$ cat config.mk
export PLATFORM = sky130hd
export DESIGN_NAME = modem_seq
export DESIGN_NICKNAME = d
export VERILOG_FILES = /design/src/rtl/modem_seq_pkg.sv /design/src/rtl/modem_seq_ctrl.sv /design/src/rtl/modem_seq_dp.sv /design/src/rtl/modem_seq.sv
export SDC_FILE = /design/constraint.sdc
export NUM_CORES = 1
export LEC_CHECK = 0
export ABC_AREA = 1
export BUFFER_PORTS_ARGS = -buffer_cell sky130_fd_sc_hd__buf_2
export CELL_PAD_IN_SITES_DETAIL_PLACEMENT = 1
export CELL_PAD_IN_SITES_GLOBAL_PLACEMENT = 1
export CORE_ASPECT_RATIO = 1.75
export CORE_MARGIN = 10
export CORE_UTILIZATION = 37
export DETAILED_ROUTE_END_ITERATION = 10
export PLACE_DENSITY = 0.86
export SYNTH_ARGS = -nofsm -noshare
export SYNTH_HDL_FRONTEND = slang
export SYNTH_HIERARCHICAL = 1
export SYNTH_SLANG_ARGS = --single-unit
$ cat constraint.sdc
create_clock -name clk -period 4.25 [get_ports clk]
set_input_delay 0.2125 -clock clk [delete_from_list [all_inputs] [get_ports clk]]
set_output_delay 0.2125 -clock clk [all_outputs]
set_load 0.01 [all_outputs]
$ cat src/rtl/modem_seq_pkg.sv
package modem_seq_pkg;

  typedef enum logic [2:0] {
    PH_IDLE      = 3'b000,
    PH_WAIT_SEND = 3'b001,
    PH_TX_DELAY  = 3'b010,
    PH_TX        = 3'b011,
    PH_RX_DELAY  = 3'b100,
    PH_WAIT_DATA = 3'b101,
    PH_RX        = 3'b110
  } phase_e;

  // strobes from control to datapath
  typedef struct packed {
    logic cntRestart;
    logic selRx;
    logic doneSet;
  } seqStrobe_t;

endpackage

$ cat src/rtl/modem_seq_ctrl.sv
module modem_seq_ctrl
  import modem_seq_pkg::*;
(
  input  logic       clk,
  input  logic       rstN,
  input  logic       cmdActive,
  input  logic       startSend,
  input  logic       rfPresent,
  input  logic       waitRfEn,
  input  logic       txDone,
  input  logic       rxStart,
  input  logic       rxDone,
  input  logic       abort,
  input  logic       waitExpired,
  output phase_e     phase,
  output seqStrobe_t strobe,
  output logic       txEn,
  output logic       rxEn
);

  phase_e nextPhase;
  logic   rfOk;
  logic   goIdle;

  assign rfOk   = !waitRfEn || rfPresent;
  assign goIdle = abort || !cmdActive;

  always_comb begin
    nextPhase = phase;
    if (goIdle) begin
      nextPhase = PH_IDLE;
    end else begin
      unique case (phase)
        PH_IDLE:      nextPhase = PH_WAIT_SEND;
        PH_WAIT_SEND: if (startSend) nextPhase = PH_TX_DELAY;
        PH_TX_DELAY:  if (waitExpired && rfOk) nextPhase = PH_TX;
        PH_TX:        if (txDone) nextPhase = PH_RX_DELAY;
        PH_RX_DELAY:  if (waitExpired && rfOk) nextPhase = PH_WAIT_DATA;
        PH_WAIT_DATA: if (rxStart) nextPhase = PH_RX;
        PH_RX:        if (rxDone) nextPhase = PH_IDLE;
        default:      nextPhase = PH_IDLE;
      endcase
    end
  end

  always_ff @(posedge clk or negedge rstN) begin
    if (!rstN) phase <= PH_IDLE;
    else       phase <= nextPhase;
  end

  always_comb begin
    strobe.cntRestart = (nextPhase != phase);
    strobe.selRx      = (phase == PH_RX_DELAY);
    strobe.doneSet    = !goIdle && (phase == PH_RX) && rxDone;
  end

  assign txEn = (phase == PH_TX);
  assign rxEn = (phase == PH_WAIT_DATA) || (phase == PH_RX);

endmodule

$ cat src/rtl/modem_seq_dp.sv
module modem_seq_dp
  import modem_seq_pkg::*;
#(
  parameter int CNT_W = 8
) (
  input  logic             clk,
  input  logic             rstN,
  input  seqStrobe_t       strobe,
  input  phase_e           phase,
  input  logic [CNT_W-1:0] txWaitCount,
  input  logic [CNT_W-1:0] rxWaitCount,
  input  logic             authOk,
  input  logic             overTemp,
  input  logic             regWrEn,
  input  logic             regWrCipher,
  input  logic             regWrTempClr,
  output logic             waitExpired,
  output logic             done,
  output logic [7:0]       statusReg,
  output logic             tempError
);

  localparam logic [CNT_W-1:0] CNT_MAX = '1;

  logic [CNT_W-1:0] waitCnt;
  logic [CNT_W-1:0] minSel;
  logic             cipherOn;

  // one shared delay counter, restarted on every phase change
  always_ff @(posedge clk or negedge rstN) begin
    if (!rstN)                  waitCnt <= '0;
    else if (strobe.cntRestart) waitCnt <= '0;
    else if (waitCnt != CNT_MAX) waitCnt <= waitCnt + 1'b1;
  end

  assign minSel      = strobe.selRx ? rxWaitCount : txWaitCount;
  assign waitExpired = (waitCnt >= minSel);

  always_ff @(posedge clk or negedge rstN) begin
    if (!rstN) done <= 1'b0;
    else       done <= strobe.doneSet;
  end

  // authentication wins over a clearing write
  always_ff @(posedge clk or negedge rstN) begin
    if (!rstN)                         cipherOn <= 1'b0;
    else if (authOk)                   cipherOn <= 1'b1;
    else if (regWrEn && !regWrCipher)  cipherOn <= 1'b0;
  end

  always_ff @(posedge clk or negedge rstN) begin
    if (!rstN)                          tempError <= 1'b0;
    else if (overTemp)                  tempError <= 1'b1;
    else if (regWrEn && regWrTempClr)   tempError <= 1'b0;
  end

  assign statusReg = {4'b0000, cipherOn, phase};

endmodule

$ cat src/rtl/modem_seq.sv
module modem_seq
  import modem_seq_pkg::*;
#(
  parameter int CNT_W = 8
) (
  input  logic             clk,
  input  logic             rstN,
  input  logic             cmdActive,
  input  logic             startSend,
  input  logic             rfPresent,
  input  logic             waitRfEn,
  input  logic [CNT_W-1:0] txWaitCount,
  input  logic [CNT_W-1:0] rxWaitCount,
  input  logic             txDone,
  input  logic             rxStart,
  input  logic             rxDone,
  input  logic             abort,
  input  logic             authOk,
  input  logic             overTemp,
  input  logic             regWrEn,
  input  logic             regWrCipher,
  input  logic             regWrTempClr,
  output logic [2:0]       stateCode,
  output logic             txEn,
  output logic             rxEn,
  output logic             done,
  output logic [7:0]       statusReg,
  output logic             tempError
);

  phase_e     phase;
  seqStrobe_t strobe;
  logic       waitExpired;

  modem_seq_ctrl u_ctrl (
    .clk         (clk),
    .rstN        (rstN),
    .cmdActive   (cmdActive),
    .startSend   (startSend),
    .rfPresent   (rfPresent),
    .waitRfEn    (waitRfEn),
    .txDone      (txDone),
    .rxStart     (rxStart),
    .rxDone      (rxDone),
    .abort       (abort),
    .waitExpired (waitExpired),
    .phase       (phase),
    .strobe      (strobe),
    .txEn        (txEn),
    .rxEn        (rxEn)
  );

  modem_seq_dp #(.CNT_W(CNT_W)) u_dp (
    .clk          (clk),
    .rstN         (rstN),
    .strobe       (strobe),
    .phase        (phase),
    .txWaitCount  (txWaitCount),
    .rxWaitCount  (rxWaitCount),
    .authOk       (authOk),
    .overTemp     (overTemp),
    .regWrEn      (regWrEn),
    .regWrCipher  (regWrCipher),
    .regWrTempClr (regWrTempClr),
    .waitExpired  (waitExpired),
    .done         (done),
    .statusReg    (statusReg),
    .tempError    (tempError)
  );

  assign stateCode = phase;

endmodule

==> results of run 1 <==
## cells in the mapped netlist, types with 2 or more instances
| cell type | n | area, µm² |
|---|---|---|
| nor2_2 | 3 | 18.77 |
| inv_1 | 21 | 78.83 |
| nor2_1 | 14 | 52.55 |
| o21ai_2 | 2 | 17.52 |
| nor2_4 | 2 | 22.52 |
| ha_1 | 9 | 112.6 |
| o21ai_0 | 2 | 10.01 |
| nand3_1 | 15 | 75.07 |
| inv_2 | 5 | 18.77 |
| nand3_2 | 5 | 50.05 |
| nand2_1 | 49 | 183.9 |
| mux2i_1 | 7 | 70.07 |
| a21oi_1 | 4 | 20.02 |
| nand4_1 | 3 | 18.77 |
| dfrtp_1 | 14 | 350.3 |
| nand2_2 | 3 | 18.77 |
| buf_4 | 8 | 60.06 |
| a21o_1 | 2 | 15.01 |
## final timing paths
kind / startpoint / slack (ps) / end / cells past startpoint
max in group asynchronous: rstN / 3620 / u_dp/cipherOn / 2
hold / removal: authOk / 150 / u_dp/cipherOn / 3
setup reg to reg: u_ctrl/phase[2] / 950 / u_dp/waitCnt[4] / 19
setup / recovery: u_ctrl/phase[2] / 950 / u_dp/waitCnt[4] / 19
hold reg to reg: u_dp/tempError / 480 / u_dp/tempError / 1
min in group asynchronous: rstN / 390 / u_dp/waitCnt[5] / 2
## registers in the layout, summed over array words and instances, names as in the netlist
signal,cells
u_dp/waitCnt,8
u_ctrl/phase,3
u_dp/cipherOn,1
u_dp/done,1
u_dp/tempError,1
## worst reg2reg max path: cells and delay by family, from the launching register on
family          cells  cell delay, ps
flops               1             630
compound gates      3             530
buf+inv             2             560
fa+ha+maj           1             260
simple gates       12            1040
mux                 1             240
## layout make-up
type                            count  area (µm²)
Tap cell                           45       56.30
Fill cell                         466        1817
Multi-Input combinational cell    130       772.0
Clock buffer                        4       55.05
Sequential cell                    14       350.3
Inverter                           26       97.59
Timing Repair Buffer               42       215.2
## kinds of logic (layout without fill, tap and decap cells)
| family | Yosys count | after routing | synth area share (%) |
|---|---|---|---|
| muxes | 8 | 8 | 6.329 |
| DFF | 14 | 14 | 27.26 |
| AOI/OAI and AO/OA | 12 | 12 | 6.135 |
| buffers and inverters | 36 | 72 | 13.53 |
| adders and majority gates | 9 | 9 | 8.764 |
| and+or+nand+nor | 97 | 97 | 37.68 |
| other | 1 | 4 | 0.2918 |
## per-stage QoR
step                      util (%)  area [µm²]
after detailed placement     44.05        1481
after floorplan                  -        1296
after global routing         45.98        1546
after CTS                    45.98        1546
final                        45.98        1546
after global placement       44.05        1481
## metal layers
metal	part of all wire [%]	GRT usage (%)	wire, µm
met5	0	0	0
met2	61	24.85	2290
met3	4.2	2.059	155
met4	2.1	5.464	77
met1	32	9.385	1208
## power by group through the flow
stage | combinational, mW | clock (mW) | sequential (mW)
after floorplan | 0.0780 | 0 | 0.162
after global placement | 0.110 | 0 | 0.165
after detailed placement | 0.115 | 0 | 0.166
after CTS | 0.117 | 0.134 | 0.163
after global routing | 0.130 | 0.141 | 0.167
final | 0.114 | 0.131 | 0.163
==> flow_summary.ini, run 1 <==
[synth]
ys.flop_type = dfrtp_1
synth_edf_count = 0
synthCells = 177
synth.yosys.warnings = 6
ys_async_sr_fraction_pct = 100.0
synth_area_um2 = 1285
synth-seq-area-share_pct = 27.26
syn-mean-instance-area_um2 = 7.260
yosys_register_bits = 14
synth_cell_types = 27

[floorplanning]
die_h_um = 97.96
die-area_um2 = 6323
core_area_um2 = 3363
io_pins = 46
chipWidth_um = 64.55
initial_utilization_pct = 38.21
rows = 28

[place]
portBuffers = 41
dp_hpwl_um = 3156
dp_slack_ps = 1117
finalWeightedCongestion = 0.7960
post-place-cells = 256

[cells_and_area]
mostFrequentLayoutCell = nand2_1
final_cell_mix = nand2_1, buf_2, inv_1
stdcell_count = 261
antenna_cells = 0
layout-drive-gt1-share_pct = 31.94
nets = 257
syn2layout_area_growth_pct = 20.35

[power]
comb_power_share_pct = 28.0
peakVddDrop_mv = 0.2123
p_per_area_nw_per_um2 = 264.2
pwr-share-seq_pct = 39.9
power_mw = 0.4086
switching_power_mw = 0.1336
clockPowerShare_pct = 32.1
intPower_mw = 0.2750
p_leak_nw = 0.9017
swShare_pct = 32.69

[setup_path]
max_stage_delay_ps = 630
cp_top_family = simple AND/OR/NAND/NOR gates
end_kind = flop
path_cells = nand3_1 -> inv_1 -> mux2i_1 -> ha_1 -> a21oi_1 -> nand2_1 -> nand2_1 -> nand3_1 -> nand2_1 -> nand2_1 -> nand2_1 -> nand3_2 -> nand2_1 -> nand2_1 -> nand2_1 -> nand3_2 -> inv_1 -> o21ai_0 -> a21oi_1
worstPathBufferInverterCount = 2
worstPathRequired_ps = 4420
startpoint_type = flop
critPathKind = flop to flop
slowest_stage = dfrtp_1
cp_max_fo = 11
worst_path_most_repeated_cell = nand2_1
arrival_ps = 3470

[sta]
fin_crit_sh_pct = 77.66
finalCriticalPeriod_ps = 3301
fin_worst_skew_ps = 4.244
rsz0062_at_grt = no
slew_viol_final = 0
layout_setup_ws_ps = 949.4
max_clock_freq_mhz = 303.0
whs_ps = 149.0
hold_violations = 0
finalSetupViolCount = 0
final.setup.tns_ps = 0

[clock_network]
numCtsBuffers = 3
cts.sinks = 14
cts_max_level = 1
cts_tree = done
clock_latency_ps = 250
clk_pin_slew_worst_paths_ps = 60
postCtsSetupRepairBufs = 0
cts_buffer_depth = 2
clock-root-buffer = clkbuf_8
cts_resized = 0
cts_hold_buf = 1

[global_route]
track_usage_pct = 11.73
grt_max_degree = 15
overflow = 0
antenna_found_initial = 0
grt_pass1_vias = 1380
grt_pass1_wl_um = 6051

[routing]
wl_per_cell_um = 14.30
drc = 0
ant_nets = 0
vias = 1272
drtIter0Drc = 25
firstDrtPassIters = 4
vias_per_cell = 4.874
drt_wl_total_um = 3732

[job]
cap_violations = 0

[min_path]
hold_class = input pin to flop

[status]
status = complete, no violations
(Power assumes the default switching activity.)
==> run 2: changes to the inputs <==
--- a/config.mk
+++ b/config.mk
@@ -11,9 +11,9 @@
 export CELL_PAD_IN_SITES_GLOBAL_PLACEMENT = 1
 export CORE_ASPECT_RATIO = 1.75
 export CORE_MARGIN = 10
-export CORE_UTILIZATION = 37
+export CORE_UTILIZATION = 34
 export DETAILED_ROUTE_END_ITERATION = 10
-export PLACE_DENSITY = 0.86
+export PLACE_DENSITY = 0.8
 export SYNTH_ARGS = -nofsm -noshare
 export SYNTH_HDL_FRONTEND = slang
 export SYNTH_HIERARCHICAL = 1
==> constraint.sdc (replaced) <==
create_clock -name clk -period 3.3 [get_ports clk]
set_input_delay 0.165 -clock clk [delete_from_list [all_inputs] [get_ports clk]]
set_output_delay 0.165 -clock clk [all_outputs]
set_load 0.01 [all_outputs]
==> run 2 against run 1 <==
Core utilization decreased by 2.0 points. Flip-flop and latch count unchanged. Final area rose by 3.2%. Die area is 6.5% higher. Via count barely moved. Clock skew shrank 2.6 ps. Wire length grew 0.40%. Clock-buffer cell count did not move. First-iteration DRC count is 28% lower. Total power increased by 28%. Register-to-register slack got worse by 600 ps. Sequential power increased by 29%. Critical endpoint is now u_dp/waitCnt[6]. Highest routed layer unchanged.
==> flow_summary.ini, run 2 (synthesized netlist as in run 1, its figures left out) <==
[cells_and_area]
design_area_um2 = 1597
largest_reg_flops = 8
nets = 260
mostFrequentLayoutCell = nand2_1
syn2layout_area_growth_pct = 24.25
top_register = u_dp/waitCnt
stdcell_count = 265
largestRegisters = u_dp/waitCnt: 8 flops, u_ctrl/phase: 3 flops
final_cell_mix = nand2_1, buf_2, inv_1
layout-drive-gt1-share_pct = 34.70
antenna_cells = 0

[job]
cap_violations = 0

[global_route]
antenna_found_initial = 0
track_usage_pct = 11.62
grt_pass1_wl_um = 6251
grt_pass1_vias = 1429
overflow = 0
grt_max_degree = 15

[routing]
drtIter0Drc = 18
firstDrtPassIters = 4
drc = 0
drt_wl_total_um = 3747
vias_per_cell = 4.804
wl_per_cell_um = 14.14
ant_nets = 0
vias = 1273

[setup_path]
arrival_ps = 3080
worstPathRequired_ps = 3430
critPathKind = flop to flop
cp_max_fo = 8
end_kind = flop
r2r_start = u_ctrl/phase[0]
cp-startpoint = u_ctrl/phase[0]
startpoint_type = flop

[sta]
max_clock_freq_mhz = 338.9
slew_viol_final = 0
finalSetupViolCount = 0
hold_violations = 0
finalCriticalPeriod_ps = 2950
fin_worst_skew_ps = 1.693
rsz0062_at_grt = no
whs_ps = 95.15
final.setup.tns_ps = 0
fin_crit_sh_pct = 89.41

[floorplanning]
die-area_um2 = 6735
core_area_um2 = 3628
die_h_um = 101.3
chipWidth_um = 66.47
rows = 29
initial_utilization_pct = 35.41
io_pins = 46

[power]
p_per_area_nw_per_um2 = 328.1
comb_power_share_pct = 27.5
pwr-share-seq_pct = 40.1
peakVddDrop_mv = 0.2323
switching_power_mw = 0.1700
clockPowerShare_pct = 32.5
intPower_mw = 0.3539
p_leak_nw = 0.9052
swShare_pct = 32.45

[place]
finalWeightedCongestion = 0.7954
post-place-cells = 259
placed_cell_area_um2 = 1498
portBuffers = 41
dp_hpwl_um = 3288

[clock_network]
cts.sinks = 14
cts_tree = done
clock_latency_ps = 250
numCtsBuffers = 3
clk_pin_slew_worst_paths_ps = 60
clock-root-buffer = clkbuf_8
cts_max_level = 1
cts_buffer_depth = 2

[min_path]
worstHoldStart = overTemp
hold_class = input pin to flop

[status]
status = complete, no violations
[run 2: changes by cell type in the layout (fill, tap and decap cells not counted)]
| cell | change |
|---|---|
| dfrtp_2 | +1 |
| buf_4 | +2 |
| inv_1 | -2 |
| clkinvlp_4 | +2 |
| buf_12 | +1 |
| nand3_2 | +1 |
| nand3_1 | -1 |
| dfrtp_1 | -1 |
[run 2: routing by layer]
metal	routed length, µm	up-vias	track usage (%)
met1	1198	596	9.673
met2	2329	31	24.72
li1	-	640	-
met5	0	-	0
met4	63	0	4.862
met3	157	6	1.657
[run 2: power groups by stage]
stage	sequential, mW	combinational [mW]	clock [mW]
3_3_place_gp	0.211	0.142	0
6_report	0.210	0.144	0.170
4_1_cts	0.210	0.146	0.176
2_1_floorplan	0.209	0.100	0
5_1_grt	0.214	0.167	0.179
3_5_place_dp	0.213	0.144	0
[run 2: path summary, 6_finish.rpt]
kind	to	slack [ps]	depth (start not counted)
setup / recovery	u_dp/waitCnt[6]	350	24
hold / removal	u_dp/tempError	100	2
setup reg to reg	u_dp/waitCnt[6]	350	24
hold reg to reg	u_dp/tempError	480	1
max in group asynchronous	u_ctrl/phase[0]	2690	2
min in group asynchronous	u_dp/waitCnt[3]	350	2
[run 2: stage by stage]
| stage | worst slack (ps) | total power [mW] | util [%] |
|---|---|---|---|
| detailed placement | 183.7 | 0.3571 | 41.28 |
| finish | 349.6 | 0.5238 | 44.00 |
| global placement | 344.7 | 0.3538 | 41.28 |
| CTS | 124.6 | 0.5314 | 43.07 |
| global route | 11.47 | 0.5601 | 44.00 |
| floorplan | 603.3 | 0.3094 | - |
[run 2: layout make-up]
type | instances | area (µm²)
fillers | 491 | 2032
clock buffers | 4 | 55.05
repair buffers | 45 | 250.2
flip-flops and latches | 14 | 351.6
inverters | 26 | 105.1
well taps | 46 | 57.56
multi-input cells | 130 | 777.0
[run 2: repair_timing]
action	CTS	global route
setup endpoints to repair	0	8
resized for setup	0	4
setup buffers	0	1
hold buffers	1	0
hold endpoints to repair	14	0
[run 2: worst max-delay path, cell delays in order, from the launching register on]
cell and delay [ps]:
dfrtp_2 460, inv_2 140, nand3_2 120, clkinvlp_4 120, buf_12 120, mux2_2 330, ha_1 170, inv_1 50
nand2_1 40, nand2_1 50, nand2_1 40, nand2_1 50, nand2_1 50, nand3_1 70, nand2_1 60, nand2_1 50
nand2_1 60, nand3_2 70, nand2_1 70, nand2_1 80, nand2_1 70, nand3_2 90, clkinvlp_4 180, nand3_4 180
nand2_1 90
==> run 3: changes to the inputs <==
--- a/config.mk
+++ b/config.mk
@@ -14,6 +14,7 @@
 export CORE_UTILIZATION = 34
 export DETAILED_ROUTE_END_ITERATION = 10
 export PLACE_DENSITY = 0.8
+export RECOVER_POWER = 50
 export SYNTH_ARGS = -nofsm -noshare
 export SYNTH_HDL_FRONTEND = slang
 export SYNTH_HIERARCHICAL = 1
==> run 3 against run 2 <==
Clock power is essentially flat. Clock skew is essentially flat. Non-clock buffer count is the same. Wire length is essentially flat. Highest routed layer unchanged. Register-to-register slack is essentially flat. Combinational power is essentially flat. Total power shrank 0.20%. Worst hold slack gained 0.76 ps. Flip-flop and latch count is the same. Via count is the same. Largest cell class unchanged. Fmax is essentially flat. Final area shrank 0.31%.
==> flow_summary.ini, run 3 (synthesized netlist as in run 1, its figures left out) <==
[floorplanning]
die-area_um2 = 6735
die_h_um = 101.3
chipWidth_um = 66.47
io_pins = 46
core_area_um2 = 3628
initial_utilization_pct = 35.41
rows = 29

[setup_path]
r2r_slack_ps = 350
max_stage_delay_ps = 460
startpoint_type = flop
reg2reg_depth = 24
r2r_start = u_ctrl/phase[0]
cp_top_family = simple AND/OR/NAND/NOR gates
worst_path_most_repeated_cell = nand2_1
slowest_stage = dfrtp_2
arrival_ps = 3080
worstPathBufferInverterCount = 5
critPathKind = flop to flop
r2r_end = u_dp/waitCnt[6]
end_kind = flop
path_cells = inv_2 -> nand3_2 -> clkinvlp_4 -> buf_12 -> mux2_2 -> ha_1 -> inv_1 -> nand2_1 -> nand2_1 -> nand2_1 -> nand2_1 -> nand2_1 -> nand3_1 -> nand2_1 -> nand2_1 -> nand2_1 -> nand3_2 -> nand2_1 -> nand2_1 -> nand2_1 -> nand3_2 -> clkinvlp_4 -> nand3_4 -> nand2_1
worstPathRequired_ps = 3430
cp_max_fo = 8

[power]
p_leak_nw = 0.8945
p_per_area_nw_per_um2 = 328.5
pwr-share-seq_pct = 40.1
clockPowerShare_pct = 32.4
intPower_mw = 0.3532
comb_power_share_pct = 27.4
switching_power_mw = 0.1696
swShare_pct = 32.44
peakVddDrop_mv = 0.2271

[clock_network]
cts.sinks = 14
cts_tree = done
clock-root-buffer = clkbuf_8
clk_pin_slew_worst_paths_ps = 60
cts_buffer_depth = 2
cts_max_level = 1
numCtsBuffers = 3
clock_latency_ps = 250

[cells_and_area]
top_register = u_dp/waitCnt
stdcell_count = 265
layout-drive-gt1-share_pct = 32.88
final_cell_mix = nand2_1, buf_2, inv_1
antenna_cells = 0
mostFrequentLayoutCell = nand2_1
final_core_util_pct = 43.86
nets = 260
largest_reg_flops = 8
largestRegisters = u_dp/waitCnt: 8 flops, u_ctrl/phase: 3 flops
syn2layout_area_growth_pct = 23.86

[place]
dp_hpwl_um = 3288
portBuffers = 41
finalWeightedCongestion = 0.7954
post-place-cells = 259
dp_slack_ps = 183.7

[job]
cap_violations = 0

[global_route]
grt_pass1_wl_um = 6251
grt_max_degree = 15
grt_pass1_vias = 1429
track_usage_pct = 11.62
antenna_found_initial = 0
overflow = 0

[sta]
slew_headroom_pct = 48.21
rsz0062_at_grt = no
worst_pin_slew_ps = 776.8
fin_worst_skew_ps = 2.074
slew_viol_final = 0
finalSetupViolCount = 0
final.setup.tns_ps = 0
max_clock_freq_mhz = 338.8
fin_crit_sh_pct = 89.43
hold_violations = 0
layout_setup_ws_ps = 348.8
finalCriticalPeriod_ps = 2951

[routing]
drtIter0Drc = 18
vias_per_cell = 4.804
vias = 1273
drc = 0
wl_per_cell_um = 14.14
ant_nets = 0
drt_wl_total_um = 3746
firstDrtPassIters = 4

[status]
status = complete, no violations

[min_path]
worstHoldStart = overTemp
whs_path_depth = 2
hold_class = input pin to flop
min_delay_worst_endpoint = u_dp/tempError
[run 3: cell types whose count changed in the layout (fill, tap and decap cells not counted)]
cell / delta
buf_2: -4
clkbuf_1: +4
[run 3: repair_timing]
action | 4_1_cts | 5_1_grt
hold buffers | 1 | 0
setup endpoints to repair | 0 | 8
setup buffers | 0 | 1
hold endpoints to repair | 14 | 0
resized for setup | 0 | 4
[run 3: how the worst max path moves through the flow]
| stage | endpoint | cells after the start | startpoint |
|---|---|---|---|
| CTS | u_dp/waitCnt[2] | 20 | u_ctrl/phase[0] |
| global route | u_dp/waitCnt[6] | 24 | u_ctrl/phase[0] |
| finish | u_dp/waitCnt[6] | 24 | u_ctrl/phase[0] |
| detailed placement | u_dp/waitCnt[2] | 20 | u_ctrl/phase[0] |
| floorplan | u_dp/waitCnt[2] | 23 | u_ctrl/phase[1] |
| global placement | u_dp/waitCnt[4] | 19 | u_ctrl/phase[0] |
[run 3: layer usage]
| metal | wire (µm) | part of all wire (%) | vias up | global-route usage (%) |
|---|---|---|---|---|
| met5 | 0 | 0 | - | 0 |
| met4 | 63 | 1.7 | 0 | 4.862 |
| met3 | 159 | 4.2 | 6 | 1.657 |
| met2 | 2327 | 62 | 31 | 24.72 |
| met1 | 1195 | 32 | 596 | 9.673 |
| li1 | - | - | 640 | - |
[run 3: through the flow]
stage | total power, mW | instance area, µm² | hold slack, ps
floorplan | 0.3094 | 1296 | -130.6
global placement | 0.3538 | 1498 | 84.25
detailed placement | 0.3571 | 1498 | 86.09
CTS | 0.5314 | 1563 | 92.50
global route | 0.5596 | 1592 | 92.57
finish | 0.5228 | 1592 | 95.91
[run 3: final cells by class]
class / count / area [µm²]
Fill cell: 495 / 2037
Multi-Input combinational cell: 130 / 777.0
Sequential cell: 14 / 351.6
Timing Repair Buffer: 45 / 245.2
Inverter: 26 / 105.1
Tap cell: 46 / 57.56
Clock buffer: 4 / 55.05
[run 3: power by group through the flow]
stage | logic (mW) | clock network, mW | registers, mW
after global routing | 0.167 | 0.179 | 0.214
after detailed placement | 0.144 | 0 | 0.213
after floorplan | 0.100 | 0 | 0.209
after global placement | 0.142 | 0 | 0.211
after CTS | 0.146 | 0.176 | 0.210
final | 0.143 | 0.170 | 0.210
